**config.mk**
```make
export PLATFORM = sky130hd
export DESIGN_NAME = cmp_timer
export DESIGN_NICKNAME = d
export VERILOG_FILES = /design/src/rtl/cmp_timer_pkg.sv /design/src/rtl/cmp_timer_prescale.sv /design/src/rtl/cmp_timer_counter.sv /design/src/rtl/cmp_timer_channel.sv /design/src/rtl/cmp_timer.sv
export SDC_FILE = /design/constraint.sdc
export NUM_CORES = 1
export LEC_CHECK = 0
export BUFFER_PORTS_ARGS = -buffer_cell sky130_fd_sc_hd__buf_4
export CELL_PAD_IN_SITES_DETAIL_PLACEMENT = 0
export CELL_PAD_IN_SITES_GLOBAL_PLACEMENT = 1
export CORE_MARGIN = 2
export CORE_UTILIZATION = 29
export CTS_BUF_LIST = sky130_fd_sc_hd__clkbuf_16
export CTS_CLUSTER_DIAMETER = 30
export CTS_CLUSTER_SIZE = 8
export DETAILED_ROUTE_END_ITERATION = 10
export PLACE_DENSITY_LB_ADDON = 0.08
export SLEW_MARGIN = 20
export SYNTH_ARGS = -nofsm -noshare
export SYNTH_HDL_FRONTEND = slang
export SYNTH_SLANG_ARGS = --single-unit
```
**constraint.sdc**
```tcl
create_clock -name clk -period 4 [get_ports clk]
set_input_delay 0.8 -clock clk [delete_from_list [all_inputs] [get_ports clk]]
set_output_delay 0.8 -clock clk [all_outputs]
set_load 0.005 [all_outputs]
```
**src/rtl/cmp_timer_pkg.sv**
```systemverilog
package cmp_timer_pkg;
  localparam int unsigned BUS_W  = 32;
  localparam int unsigned ADDR_W = 8;
  localparam int unsigned DIV_W  = 3;

  localparam logic [ADDR_W-1:0] OFF_WIDTH = 8'h04;
  localparam logic [ADDR_W-1:0] OFF_CTRL  = 8'h10;
  localparam logic [ADDR_W-1:0] OFF_COUNT = 8'h14;
  localparam logic [ADDR_W-1:0] OFF_TOP   = 8'h18;
  localparam logic [ADDR_W-1:0] OFF_FLAGS = 8'h1C;
  localparam logic [ADDR_W-1:0] OFF_CHCTL = 8'h20;
  localparam logic [ADDR_W-1:0] OFF_CHVAL = 8'h24;

  localparam int unsigned CTRL_RUN_BIT  = 3;
  localparam int unsigned CTRL_IE_BIT   = 6;
  localparam int unsigned CTRL_FLAG_BIT = 7;
  localparam int unsigned CH_MODE_LSB   = 2;
  localparam int unsigned CH_IE_BIT     = 6;
  localparam int unsigned CH_FLAG_BIT   = 7;
  localparam int unsigned FLAGS_CH_BIT  = 0;
  localparam int unsigned FLAGS_OV_BIT  = 8;

  localparam logic [3:0] MODE_SW_CMP = 4'd1;

  typedef struct packed {
    logic             ie;
    logic             run;
    logic [DIV_W-1:0] div;
  } ctrl_t;

  typedef struct packed {
    logic       ie;
    logic [3:0] mode;
  } chctl_t;
endpackage

```
**src/rtl/cmp_timer_prescale.sv**
```systemverilog
module cmp_timer_prescale #(
  parameter int unsigned DIV_W = 3
) (
  input  logic             clk,
  input  logic             rst_n,
  input  logic             run,
  input  logic             tick,
  input  logic             restart,
  input  logic [DIV_W-1:0] div,
  output logic             step
);
  localparam int unsigned PW = (1 << DIV_W) - 1;

  logic [PW-1:0] acc_q, acc_d, mask;
  logic          adv;

  always_comb begin
    for (int i = 0; i < PW; i++) begin
      mask[i] = (i < int'(div));
    end
  end

  assign adv  = run & tick;
  assign step = adv & ((acc_q & mask) == mask);

  always_comb begin
    acc_d = acc_q;
    if (restart) begin
      acc_d = '0;
    end else if (adv) begin
      acc_d = step ? '0 : acc_q + 1'b1;
    end
  end

  always_ff @(posedge clk or negedge rst_n) begin
    if (!rst_n) begin
      acc_q <= '0;
    end else begin
      acc_q <= acc_d;
    end
  end
endmodule

```
**src/rtl/cmp_timer_counter.sv**
```systemverilog
module cmp_timer_counter #(
  parameter int unsigned W = 32
) (
  input  logic         clk,
  input  logic         rst_n,
  input  logic         step,
  input  logic         clear,
  input  logic [W-1:0] top,
  output logic [W-1:0] count,
  output logic [W-1:0] nxt,
  output logic         wrap
);
  logic [W-1:0] cnt_q, cnt_d;
  logic         at_top;

  assign at_top = (cnt_q == top);
  assign nxt    = at_top ? '0 : cnt_q + 1'b1;
  assign wrap   = step & ~clear & at_top;

  always_comb begin
    cnt_d = cnt_q;
    if (clear) begin
      cnt_d = '0;
    end else if (step) begin
      cnt_d = nxt;
    end
  end

  always_ff @(posedge clk or negedge rst_n) begin
    if (!rst_n) begin
      cnt_q <= '0;
    end else begin
      cnt_q <= cnt_d;
    end
  end

  assign count = cnt_q;
endmodule

```
**src/rtl/cmp_timer_channel.sv**
```systemverilog
module cmp_timer_channel #(
  parameter int unsigned W = 32
) (
  input  logic         clk,
  input  logic         rst_n,
  input  logic         step,
  input  logic [W-1:0] nxt,
  input  logic [W-1:0] match_val,
  input  logic [3:0]   mode,
  input  logic         flag_clr,
  output logic         flag
);
  import cmp_timer_pkg::*;

  logic flag_q, flag_d, hit;

  assign hit = step & (mode == MODE_SW_CMP) & (nxt == match_val);

  always_comb begin
    flag_d = flag_q;
    if (flag_clr) begin
      flag_d = 1'b0;
    end
    if (hit) begin
      flag_d = 1'b1;
    end
  end

  always_ff @(posedge clk or negedge rst_n) begin
    if (!rst_n) begin
      flag_q <= 1'b0;
    end else begin
      flag_q <= flag_d;
    end
  end

  assign flag = flag_q;
endmodule

```
**src/rtl/cmp_timer.sv**
```systemverilog
module cmp_timer #(
  parameter int unsigned CNT_W = 32
) (
  input  logic        clk,
  input  logic        rst_n,
  input  logic        cnt_tick,
  input  logic        bus_wr,
  input  logic        bus_rd,
  input  logic [7:0]  bus_addr,
  input  logic [31:0] bus_wdata,
  output logic [31:0] bus_rdata,
  output logic        irq
);
  import cmp_timer_pkg::*;

  localparam logic [7:0] WIDTH_CODE = 8'(CNT_W);

  ctrl_t            ctrl_q, ctrl_d;
  chctl_t           chctl_q, chctl_d;
  logic [CNT_W-1:0] top_q, top_d;
  logic [CNT_W-1:0] chval_q, chval_d;
  logic             tof_q, tof_d;
  logic [31:0]      rdata_q, rdata_d;

  logic             wr_ctrl, wr_count, wr_top, wr_chctl, wr_chval;
  logic             step_raw, step_eff, cnt_clr, wrap;
  logic [CNT_W-1:0] cnt_q, cnt_nxt;
  logic             chf_q;
  logic             run_q;
  logic [3:0]       chmode_q;

  assign wr_ctrl  = bus_wr & (bus_addr == OFF_CTRL);
  assign wr_count = bus_wr & (bus_addr == OFF_COUNT);
  assign wr_top   = bus_wr & (bus_addr == OFF_TOP);
  assign wr_chctl = bus_wr & (bus_addr == OFF_CHCTL);
  assign wr_chval = bus_wr & (bus_addr == OFF_CHVAL);

  assign cnt_clr  = wr_count;
  assign step_eff = step_raw & ~cnt_clr;
  assign run_q    = ctrl_q.run;
  assign chmode_q = chctl_q.mode;

  cmp_timer_prescale #(.DIV_W(DIV_W)) u_pre (
    .clk     (clk),
    .rst_n   (rst_n),
    .run     (ctrl_q.run),
    .tick    (cnt_tick),
    .restart (cnt_clr),
    .div     (ctrl_q.div),
    .step    (step_raw)
  );

  cmp_timer_counter #(.W(CNT_W)) u_cnt (
    .clk   (clk),
    .rst_n (rst_n),
    .step  (step_eff),
    .clear (cnt_clr),
    .top   (top_q),
    .count (cnt_q),
    .nxt   (cnt_nxt),
    .wrap  (wrap)
  );

  cmp_timer_channel #(.W(CNT_W)) u_ch0 (
    .clk       (clk),
    .rst_n     (rst_n),
    .step      (step_eff),
    .nxt       (cnt_nxt),
    .match_val (chval_q),
    .mode      (chctl_q.mode),
    .flag_clr  (wr_chctl & bus_wdata[CH_FLAG_BIT]),
    .flag      (chf_q)
  );

  always_comb begin
    ctrl_d  = ctrl_q;
    chctl_d = chctl_q;
    top_d   = top_q;
    chval_d = chval_q;
    tof_d   = tof_q;
    if (wr_ctrl) begin
      ctrl_d.ie  = bus_wdata[CTRL_IE_BIT];
      ctrl_d.run = bus_wdata[CTRL_RUN_BIT];
      ctrl_d.div = bus_wdata[DIV_W-1:0];
      if (bus_wdata[CTRL_FLAG_BIT]) begin
        tof_d = 1'b0;
      end
    end
    if (wrap) begin
      tof_d = 1'b1;
    end
    if (wr_chctl) begin
      chctl_d.ie   = bus_wdata[CH_IE_BIT];
      chctl_d.mode = bus_wdata[CH_MODE_LSB +: 4];
    end
    if (wr_top) begin
      top_d = bus_wdata[CNT_W-1:0];
    end
    if (wr_chval) begin
      chval_d = bus_wdata[CNT_W-1:0];
    end
  end

  always_comb begin
    rdata_d = '0;
    case (bus_addr)
      OFF_WIDTH: rdata_d[23:16] = WIDTH_CODE;
      OFF_CTRL: begin
        rdata_d[CTRL_FLAG_BIT] = tof_q;
        rdata_d[CTRL_IE_BIT]   = ctrl_q.ie;
        rdata_d[CTRL_RUN_BIT]  = ctrl_q.run;
        rdata_d[DIV_W-1:0]     = ctrl_q.div;
      end
      OFF_COUNT: rdata_d[CNT_W-1:0] = cnt_q;
      OFF_TOP:   rdata_d[CNT_W-1:0] = top_q;
      OFF_FLAGS: begin
        rdata_d[FLAGS_CH_BIT] = chf_q;
        rdata_d[FLAGS_OV_BIT] = tof_q;
      end
      OFF_CHCTL: begin
        rdata_d[CH_FLAG_BIT]          = chf_q;
        rdata_d[CH_IE_BIT]            = chctl_q.ie;
        rdata_d[CH_MODE_LSB +: 4]     = chctl_q.mode;
      end
      OFF_CHVAL: rdata_d[CNT_W-1:0] = chval_q;
      default:   rdata_d = '0;
    endcase
  end

  always_ff @(posedge clk or negedge rst_n) begin
    if (!rst_n) begin
      ctrl_q  <= '0;
      chctl_q <= '0;
      top_q   <= '1;
      chval_q <= '0;
      tof_q   <= 1'b0;
    end else begin
      ctrl_q  <= ctrl_d;
      chctl_q <= chctl_d;
      top_q   <= top_d;
      chval_q <= chval_d;
      tof_q   <= tof_d;
    end
  end

  always_ff @(posedge clk or negedge rst_n) begin
    if (!rst_n) begin
      rdata_q <= '0;
    end else if (bus_rd) begin
      rdata_q <= rdata_d;
    end
  end

  assign bus_rdata = rdata_q;
  assign irq       = (tof_q & ctrl_q.ie) | (chf_q & chctl_q.ie);
endmodule

```
=== After elaboration in Yosys (flattened, before gate mapping) ===
Cells that the tools add are included.

* Flip-flop bits (word level): 147
* Output and inout port bits: 33

* Reduce and logical (&&, ||, !) cells: 6
* Add/subtract/negate cells: 2
* Mux-type cells: 20
* Bitwise gates (word level): 18
* Eq/ne operators: 11
* Magnitude comparators: 7

{| class="wikitable"
|+ Operator list
! cell !! count
|-
| two-way mux 32 bit || 3
|-
| equality test 32 bit || 2
|-
| adder 32 x 1 -> 32 bit (second input constant) || 1
|-
| equality test 8 x 5 -> 1 bit (second input constant) || 4
|-
| case mux 8 bit (4 select lines) || 1
|-
| case mux 8 bit (3 select lines) || 1
|-
| two-way mux 7 bit || 3
|-
| case mux 7 bit (3 select lines) || 1
|-
| case mux 2 bit (5 select lines) || 2
|-
| equality test 8 x 6 -> 1 bit (second input constant) || 2
|-
| bitwise AND 1 bit || 15
|-
| nonzero test 2 bit || 5
|-
| less-than comparator 3 bit (first input constant) || 3
|-
| equality test 8 x 3 -> 1 bit (second input constant) || 1
|-
| case mux 1 bit (4 select lines) || 2
|-
| case mux 2 bit (4 select lines) || 1
|-
| adder 7 x 1 -> 7 bit (second input constant) || 1
|-
| bitwise AND 7 bit || 1
|-
| equality test 7 bit || 1
|-
| less-than comparator 1 x 3 -> 1 bit (first input constant) || 2
|-
| less-than comparator 2 x 3 -> 1 bit (first input constant) || 2
|-
| two-way mux 1 bit || 5
|-
| case mux 1 bit (5 select lines) || 1
|-
| equality test 4 x 1 -> 1 bit (second input constant) || 1
|-
| other kinds (3) || 3
|}

=== Depth between registers and ports, before layout ===
* Word-level depth: 9
* Gate-level depth with buffers: 12
* Mapped depth without buffers: 10

=== Modules after synthesis ===
From an unflattened synthesis, not the netlist that was laid out.

* Cell total of the unflattened synthesis: 896
* Area, all modules: 9014.9 µm²

{| class="wikitable"
|+ Modules (own cells, without submodules)
! module !! cells an instance !! instances !! area an instance (µm²) !! sequential area each (µm²)
|-
| cmp_timer || 373 || 1 || 4914.7 || 2717.6
|-
| cmp_timer_counter || 428 || 1 || 3253.1 || 800.8
|-
| cmp_timer_prescale || 47 || 1 || 446.7 || 175.2
|-
| cmp_timer_channel || 48 || 1 || 400.4 || 25.0
|}

=== Least setup slack after synthesis ===
Ideal clock, no wire load.

* Path type: input port to flip-flop
* Start point: in bus_addr[1]
* End point: reg top_q[10]
* Path slack: 0.990 ns
* Stages: 7
* Library setup time: 0.085 ns
* Path buffers: 2
* Required time: 3.915 ns
* Arrival: 2.925 ns
* Cell sequence: or4_1 or3b_1 clkbuf_1 nor3b_4 nand2_1 buf_2 mux2_1

* Cells in the longest elaborated chain, start to end: 2

{| class="wikitable"
|+ RTL lines
! element !! RTL line !! text
|-
| from (decl) || cmp_timer.sv:9 || <nowiki>input logic [7:0] bus_addr,</nowiki>
|-
| equality test 8 x 5 -> 1 bit || cmp_timer.sv:34 || <nowiki>assign wr_top = bus_wr & (bus_addr == OFF_TOP);</nowiki>
|-
| bitwise AND 1 bit || cmp_timer.sv:34 ||
|-
| to (signal assigned) || cmp_timer.sv:140 || <nowiki>top_q <= top_d;</nowiki>
|-
| to (decl) || cmp_timer.sv:20 || <nowiki>logic [CNT_W-1:0] top_q, top_d;</nowiki>
|}

Every way passes these cells.
A chain may end at the register's enable or synchronous reset.

=== Worst setup path in the final report ===
* Start point: reg u_cnt.cnt_q[0], in the netlist u_cnt.count[0]
* End point: reg u_ch0.flag_q, in the netlist u_ch0.flag

* Cells in the longest elaborated chain, start to end: 5
* Elaborated cells on any way between the ends: 7

{| class="wikitable"
|+ RTL lines
! element !! RTL line !! text
|-
| from (decl) || cmp_timer_counter.sv:13 || <nowiki>logic [W-1:0] cnt_q, cnt_d;</nowiki>
|-
| from (signal assigned) || cmp_timer_counter.sv:33 || <nowiki>cnt_q <= cnt_d;</nowiki>
|-
| adder 32 x 1 -> 32 bit or equality test 32 bit (tied branches) || cmp_timer_counter.sv:17, cmp_timer_counter.sv:16 ||
|-
| two-way mux 32 bit (*) || cmp_timer_counter.sv:17 || <nowiki>assign nxt = at_top ? '0 : cnt_q + 1'b1;</nowiki>
|-
| equality test 32 bit (*) || cmp_timer_channel.sv:17 || <nowiki>assign hit = step & (mode == MODE_SW_CMP) & (nxt == match_val);</nowiki>
|-
| bitwise AND 1 bit (*) || cmp_timer_channel.sv:17 ||
|-
| two-way mux 1 bit or nonzero test 2 bit (tied branches) || - ||
|-
| to (signal assigned) || cmp_timer_channel.sv:33 || <nowiki>flag_q <= flag_d;</nowiki>
|-
| to (decl) || cmp_timer_channel.sv:15 || <nowiki>logic flag_q, flag_d, hit;</nowiki>
|}

Mark *: on every way between the ends. The rest lies on a longest branch, timed or not.

==> impl_metrics.py <==
metrics = {
    "logic_synthesis": {
        "synth_top_cells_by_area": "sky130_fd_sc_hd__dfrtp_1 (34%), sky130_fd_sc_hd__dfstp_2 (9.8%), sky130_fd_sc_hd__mux2_2 (5.9%), sky130_fd_sc_hd__xor2_1 (5.0%), sky130_fd_sc_hd__nand2_1 (4.1%)",
        "synth_sequential_area_ratio_pct": 43.3,
        "synth-seq-cells": 147,
        "postSynthAreaPerCell_um2": 9.94,
        "synth_top_cell_area_share_pct": 33.5,
        "synth_top_area_cell": "sky130_fd_sc_hd__dfrtp_1",
        "syn-instance-count": 863,
        "synthesis.area_um2": 8580,
        "dominantRegCellSynth": "sky130_fd_sc_hd__dfrtp_1",
        "synth_top_cells_by_count": "sky130_fd_sc_hd__dfrtp_1 (115), sky130_fd_sc_hd__nand2_1 (94), sky130_fd_sc_hd__nor2_1 (52), sky130_fd_sc_hd__o21ai_0 (52), sky130_fd_sc_hd__xor2_1 (49)",
        "number_of_flops_mapped_to_enable_cells_by_yosys": 0,
        "syn_nets": 910,
        "synthesis.yosys.warnings": 0,
        "yosysMostFrequentCell": "sky130_fd_sc_hd__dfrtp_1",
        "synth_async_sr_flop_share_pct": 100,
        "synth_cell_types": 76,
    },
    "timing": {
        "slew_violations": 0,
        "max_freq_mhz": 273,
        "timing_worst_slew_pin_value_ns": 0.851,
        "timing.max_slew.rel_slack_pct": 43.3,
        "hold_viol_final": 0,
        "fin_skew_ns": 0.0157,
        "finalSetupTns_ns": 0,
        "grt_setup_unrepaired": "false",
        "setup_viol_count_final": 0,
        "timing.final.crit_share_pct": 91.6,
        "finalCriticalPeriod_ns": 3.66,
    },
    "grt": {
        "grt-ovfl-total": 0,
        "track_usage_pct": 19.7,
        "grt_pass1_vias": 7234,
        "antenna_found_initial": 1,
        "global_route_wire_length_before_repair_um": 45500,
        "grt_max_degree": 77,
    },
    "routing": {
        "antenna_violating_nets_post_route": 0,
        "route.detailed.drc": 0,
        "detailedRoute.firstIterationViolations": 696,
        "detail_route.wirelength_um": 29700,
        "dr_vias": 7062,
        "post_drt_via_cell_ratio": 5.36,
        "drt-wirelength-per-cell_um": 22.6,
        "drtPass1Iterations": 8,
    },
    "critical_path": {
        "crit_path_cell_trace": "ha_1 > nand4_4 > or3_1 > nor4_2 > xnor2_1 > o2111ai_1 > o211a_2 > a2111oi_2 > nand4b_1 > o31ai_2",
        "critical_path.endpoint_type": "flop",
        "timing.critical_path.required_ns": 4.32,
        "critPathBufInv": 0,
        "worst-path-max-fanout": 10,
        "critical_path.startpoint_type": "flop",
        "worstPathArrival_ns": 3.99,
        "critical_path.slowest_cell": "sky130_fd_sc_hd__dfrtp_1",
        "worstSetupPathType": "flop to flop",
        "crit_family": "simple AND/OR/NAND/NOR gates",
        "critical_path.max_stage_delay_ns": 0.57,
    },
    "clocking": {
        "clock_path_buffers": 2,
        "number_of_buffers_added_by_the_clock_tree_synthesis_step": 17,
        "cts-hold-fix-buffers": 0,
        "cts-root-buf": "sky130_fd_sc_hd__clkbuf_16",
        "clkSlewWorstSetupHoldPaths_ns": 0.07,
        "cts.sinks": 147,
        "cts_resized": 0,
        "cts_tree": "built",
        "h-tree-depth": 4,
        "cts.repair_timing.setup_buffer_count": 0,
        "worstSkewPairLatency_ns": 0.44,
    },
    "floorplanning": {
        "core.rowCount": 62,
        "start_util_pct": 29.6,
        "io-pin-count": 78,
        "die_h_um": 176,
        "floorplan.die.width_um": 176,
        "design.die.area_um2": 31000,
        "fp.coreArea_um2": 28900,
    },
    "place": {
        "dp.final_hpwl_um": 21700,
        "post-place-cells": 1283,
        "gp_congestion": 0.865,
        "portBuffers": 77,
    },
    "finish": {
        "share_of_post_route_cells_with_drive_strength_above_1_pct": 25.1,
        "nets": 965,
        "fillCellCount": 2975,
        "finish.cell_count_without_fillers": 1317,
        "multi_input_comb_area_um2": 4400,
        "area_growth_syn_to_layout_pct": 17.9,
        "sequential_cell_area_um2": 3720,
    },
    "flow_run": {
        "max_cap_violations": 0,
    },
    "outcome": {
        "outcome": "finished, final reports clean",
    },
    "pwr": {
        "p_leak_nw": 4.32,
        "max-vdd-ir-drop_v": 0.000264,
        "power.density_nw_per_um2": 391,
    },
    "min_path": {
        "hold_path_class": "input pin to asynchronous set/reset pin",
    },
}
area by class of cell:
type / count / share of cell area (%)
inverter: 24 / 0.891
clock buffer: 17 / 4.21
multi-input combinational: 624 / 43.5
antenna: 2 / 0.0495
clock inverter: 15 / 1.57
timing repair buffer: 104 / 8.25
tap: 384 / 4.75
sequential: 147 / 36.8
cells in the final DEF (no fill, tap or decap), types with 3 or more instances in the layout:
cell type | Yosys | final
sky130_fd_sc_hd__clkinv_4 | 0 | 3
sky130_fd_sc_hd__xor2_1 | 49 | 49
sky130_fd_sc_hd__and3_1 | 8 | 8
sky130_fd_sc_hd__dfrtp_1 | 115 | 115
sky130_fd_sc_hd__a21oi_1 | 46 | 46
sky130_fd_sc_hd__o22ai_1 | 15 | 15
sky130_fd_sc_hd__inv_6 | 0 | 3
sky130_fd_sc_hd__a222oi_1 | 23 | 23
sky130_fd_sc_hd__or3_1 | 10 | 10
sky130_fd_sc_hd__a21boi_0 | 3 | 3
sky130_fd_sc_hd__o311ai_0 | 3 | 3
sky130_fd_sc_hd__mux2i_1 | 9 | 9
sky130_fd_sc_hd__mux2_2 | 45 | 45
sky130_fd_sc_hd__a211oi_1 | 3 | 3
sky130_fd_sc_hd__xnor2_1 | 21 | 21
sky130_fd_sc_hd__and2_1 | 5 | 5
sky130_fd_sc_hd__mux2_1 | 30 | 30
sky130_fd_sc_hd__clkbuf_16 | 0 | 17
sky130_fd_sc_hd__o32ai_1 | 3 | 3
sky130_fd_sc_hd__clkinvlp_4 | 0 | 3
sky130_fd_sc_hd__inv_1 | 24 | 25
sky130_fd_sc_hd__nand2_1 | 94 | 94
sky130_fd_sc_hd__nor4_1 | 16 | 16
sky130_fd_sc_hd__o21ai_0 | 52 | 52
sky130_fd_sc_hd__buf_12 | 0 | 4
sky130_fd_sc_hd__nand4b_1 | 4 | 4
sky130_fd_sc_hd__nor2_1 | 52 | 51
sky130_fd_sc_hd__o31ai_1 | 12 | 11
sky130_fd_sc_hd__a22o_1 | 6 | 6
sky130_fd_sc_hd__nor2b_1 | 4 | 4
sky130_fd_sc_hd__nand3_1 | 14 | 14
sky130_fd_sc_hd__a22oi_1 | 4 | 4
sky130_fd_sc_hd__dfstp_2 | 32 | 32
sky130_fd_sc_hd__nand4_1 | 16 | 16
sky130_fd_sc_hd__buf_4 | 2 | 99
sky130_fd_sc_hd__nor3_1 | 12 | 12
sky130_fd_sc_hd__nor4b_1 | 4 | 4
sky130_fd_sc_hd__a221oi_1 | 4 | 4
sky130_fd_sc_hd__nand3b_1 | 4 | 4
sky130_fd_sc_hd__nand2b_1 | 3 | 3
sequential cells by signal (all words and copies together), names as in the netlist:
register / count
bus_rdata: 32
chval_q: 32
top_q: 32
u_cnt.count: 32
u_pre.acc_q: 7
chmode_q: 4
ctrl_q: 4
chctl_q: 1
run_q: 1
tof_q: 1
u_ch0.flag: 1
layer usage:
| metal | routed length [µm] | track usage [%] | up-vias |
|---|---|---|---|
| met4 | 720 | 6.65 | 0 |
| met3 | 1120 | 2.82 | 32 |
| met2 | 15000 | 34.3 | 199 |
| met5 | 0 | 0 | - |
| li1 | - | - | 3283 |
| met1 | 12900 | 25.1 | 3548 |
power breakdown:
part / switching, mW / internal (mW)
Sequential: 0.155 / 1.59
Clock: 0.716 / 0.926
Combinational: 0.308 / 0.260
per-stage QoR:
step | power, mW | setup WS (ns) | utilization, % | cell area (µm²) | hold WS [ns]
after global routing | 4.14 | 0.0581 | 34.9 | 10100 | 0.454
after CTS | 4.01 | 0.311 | 34.9 | 10100 | 0.424
after detailed placement | 2.34 | 0.369 | 32.9 | 9520 | 0.520
after floorplan | 2.07 | 0.990 | - | 8580 | 0.483
after global placement | 2.33 | 0.295 | 32.9 | 9520 | 0.518
final | 3.96 | 0.336 | 35.0 | 10100 | 0.391
logic make-up (layout without fill, tap and decap cells):
family / after synthesis / count (layout) / synth area share, %
AND/OR/NAND/NOR: 270 / 270 / 16.7
AO/OA/AOI/OAI: 195 / 195 / 15.4
flip-flops: 147 / 147 / 43.3
buffers and inverters: 92 / 160 / 5.44
multiplexers: 85 / 85 / 11.2
XOR/XNOR: 72 / 72 / 7.67
adder cells (fa/ha/maj): 2 / 2 / 0.292
other: 0 / 2 / 0
path summary, 6_finish.rpt:
path	startpoint	slack, ns	cells past startpoint	endpoint
setup / recovery	u_cnt.count[0]$_DFFE_PN0P_	0.34	10	u_ch0.flag$_DFFE_PN0P_
hold / removal	rst_n	0.39	1	bus_rdata[19]$_DFFE_PN0P_
setup reg to reg	u_cnt.count[0]$_DFFE_PN0P_	0.34	10	u_ch0.flag$_DFFE_PN0P_
hold reg to reg	bus_rdata[22]$_DFFE_PN0P_	0.53	2	bus_rdata[22]$_DFFE_PN0P_
max in group asynchronous	rst_n	2.69	2	top_q[8]$_DFFE_PN1P_
min in group clk	bus_rdata[22]$_DFFE_PN0P_	0.53	2	bus_rdata[22]$_DFFE_PN0P_
(Power assumes the default switching activity.)
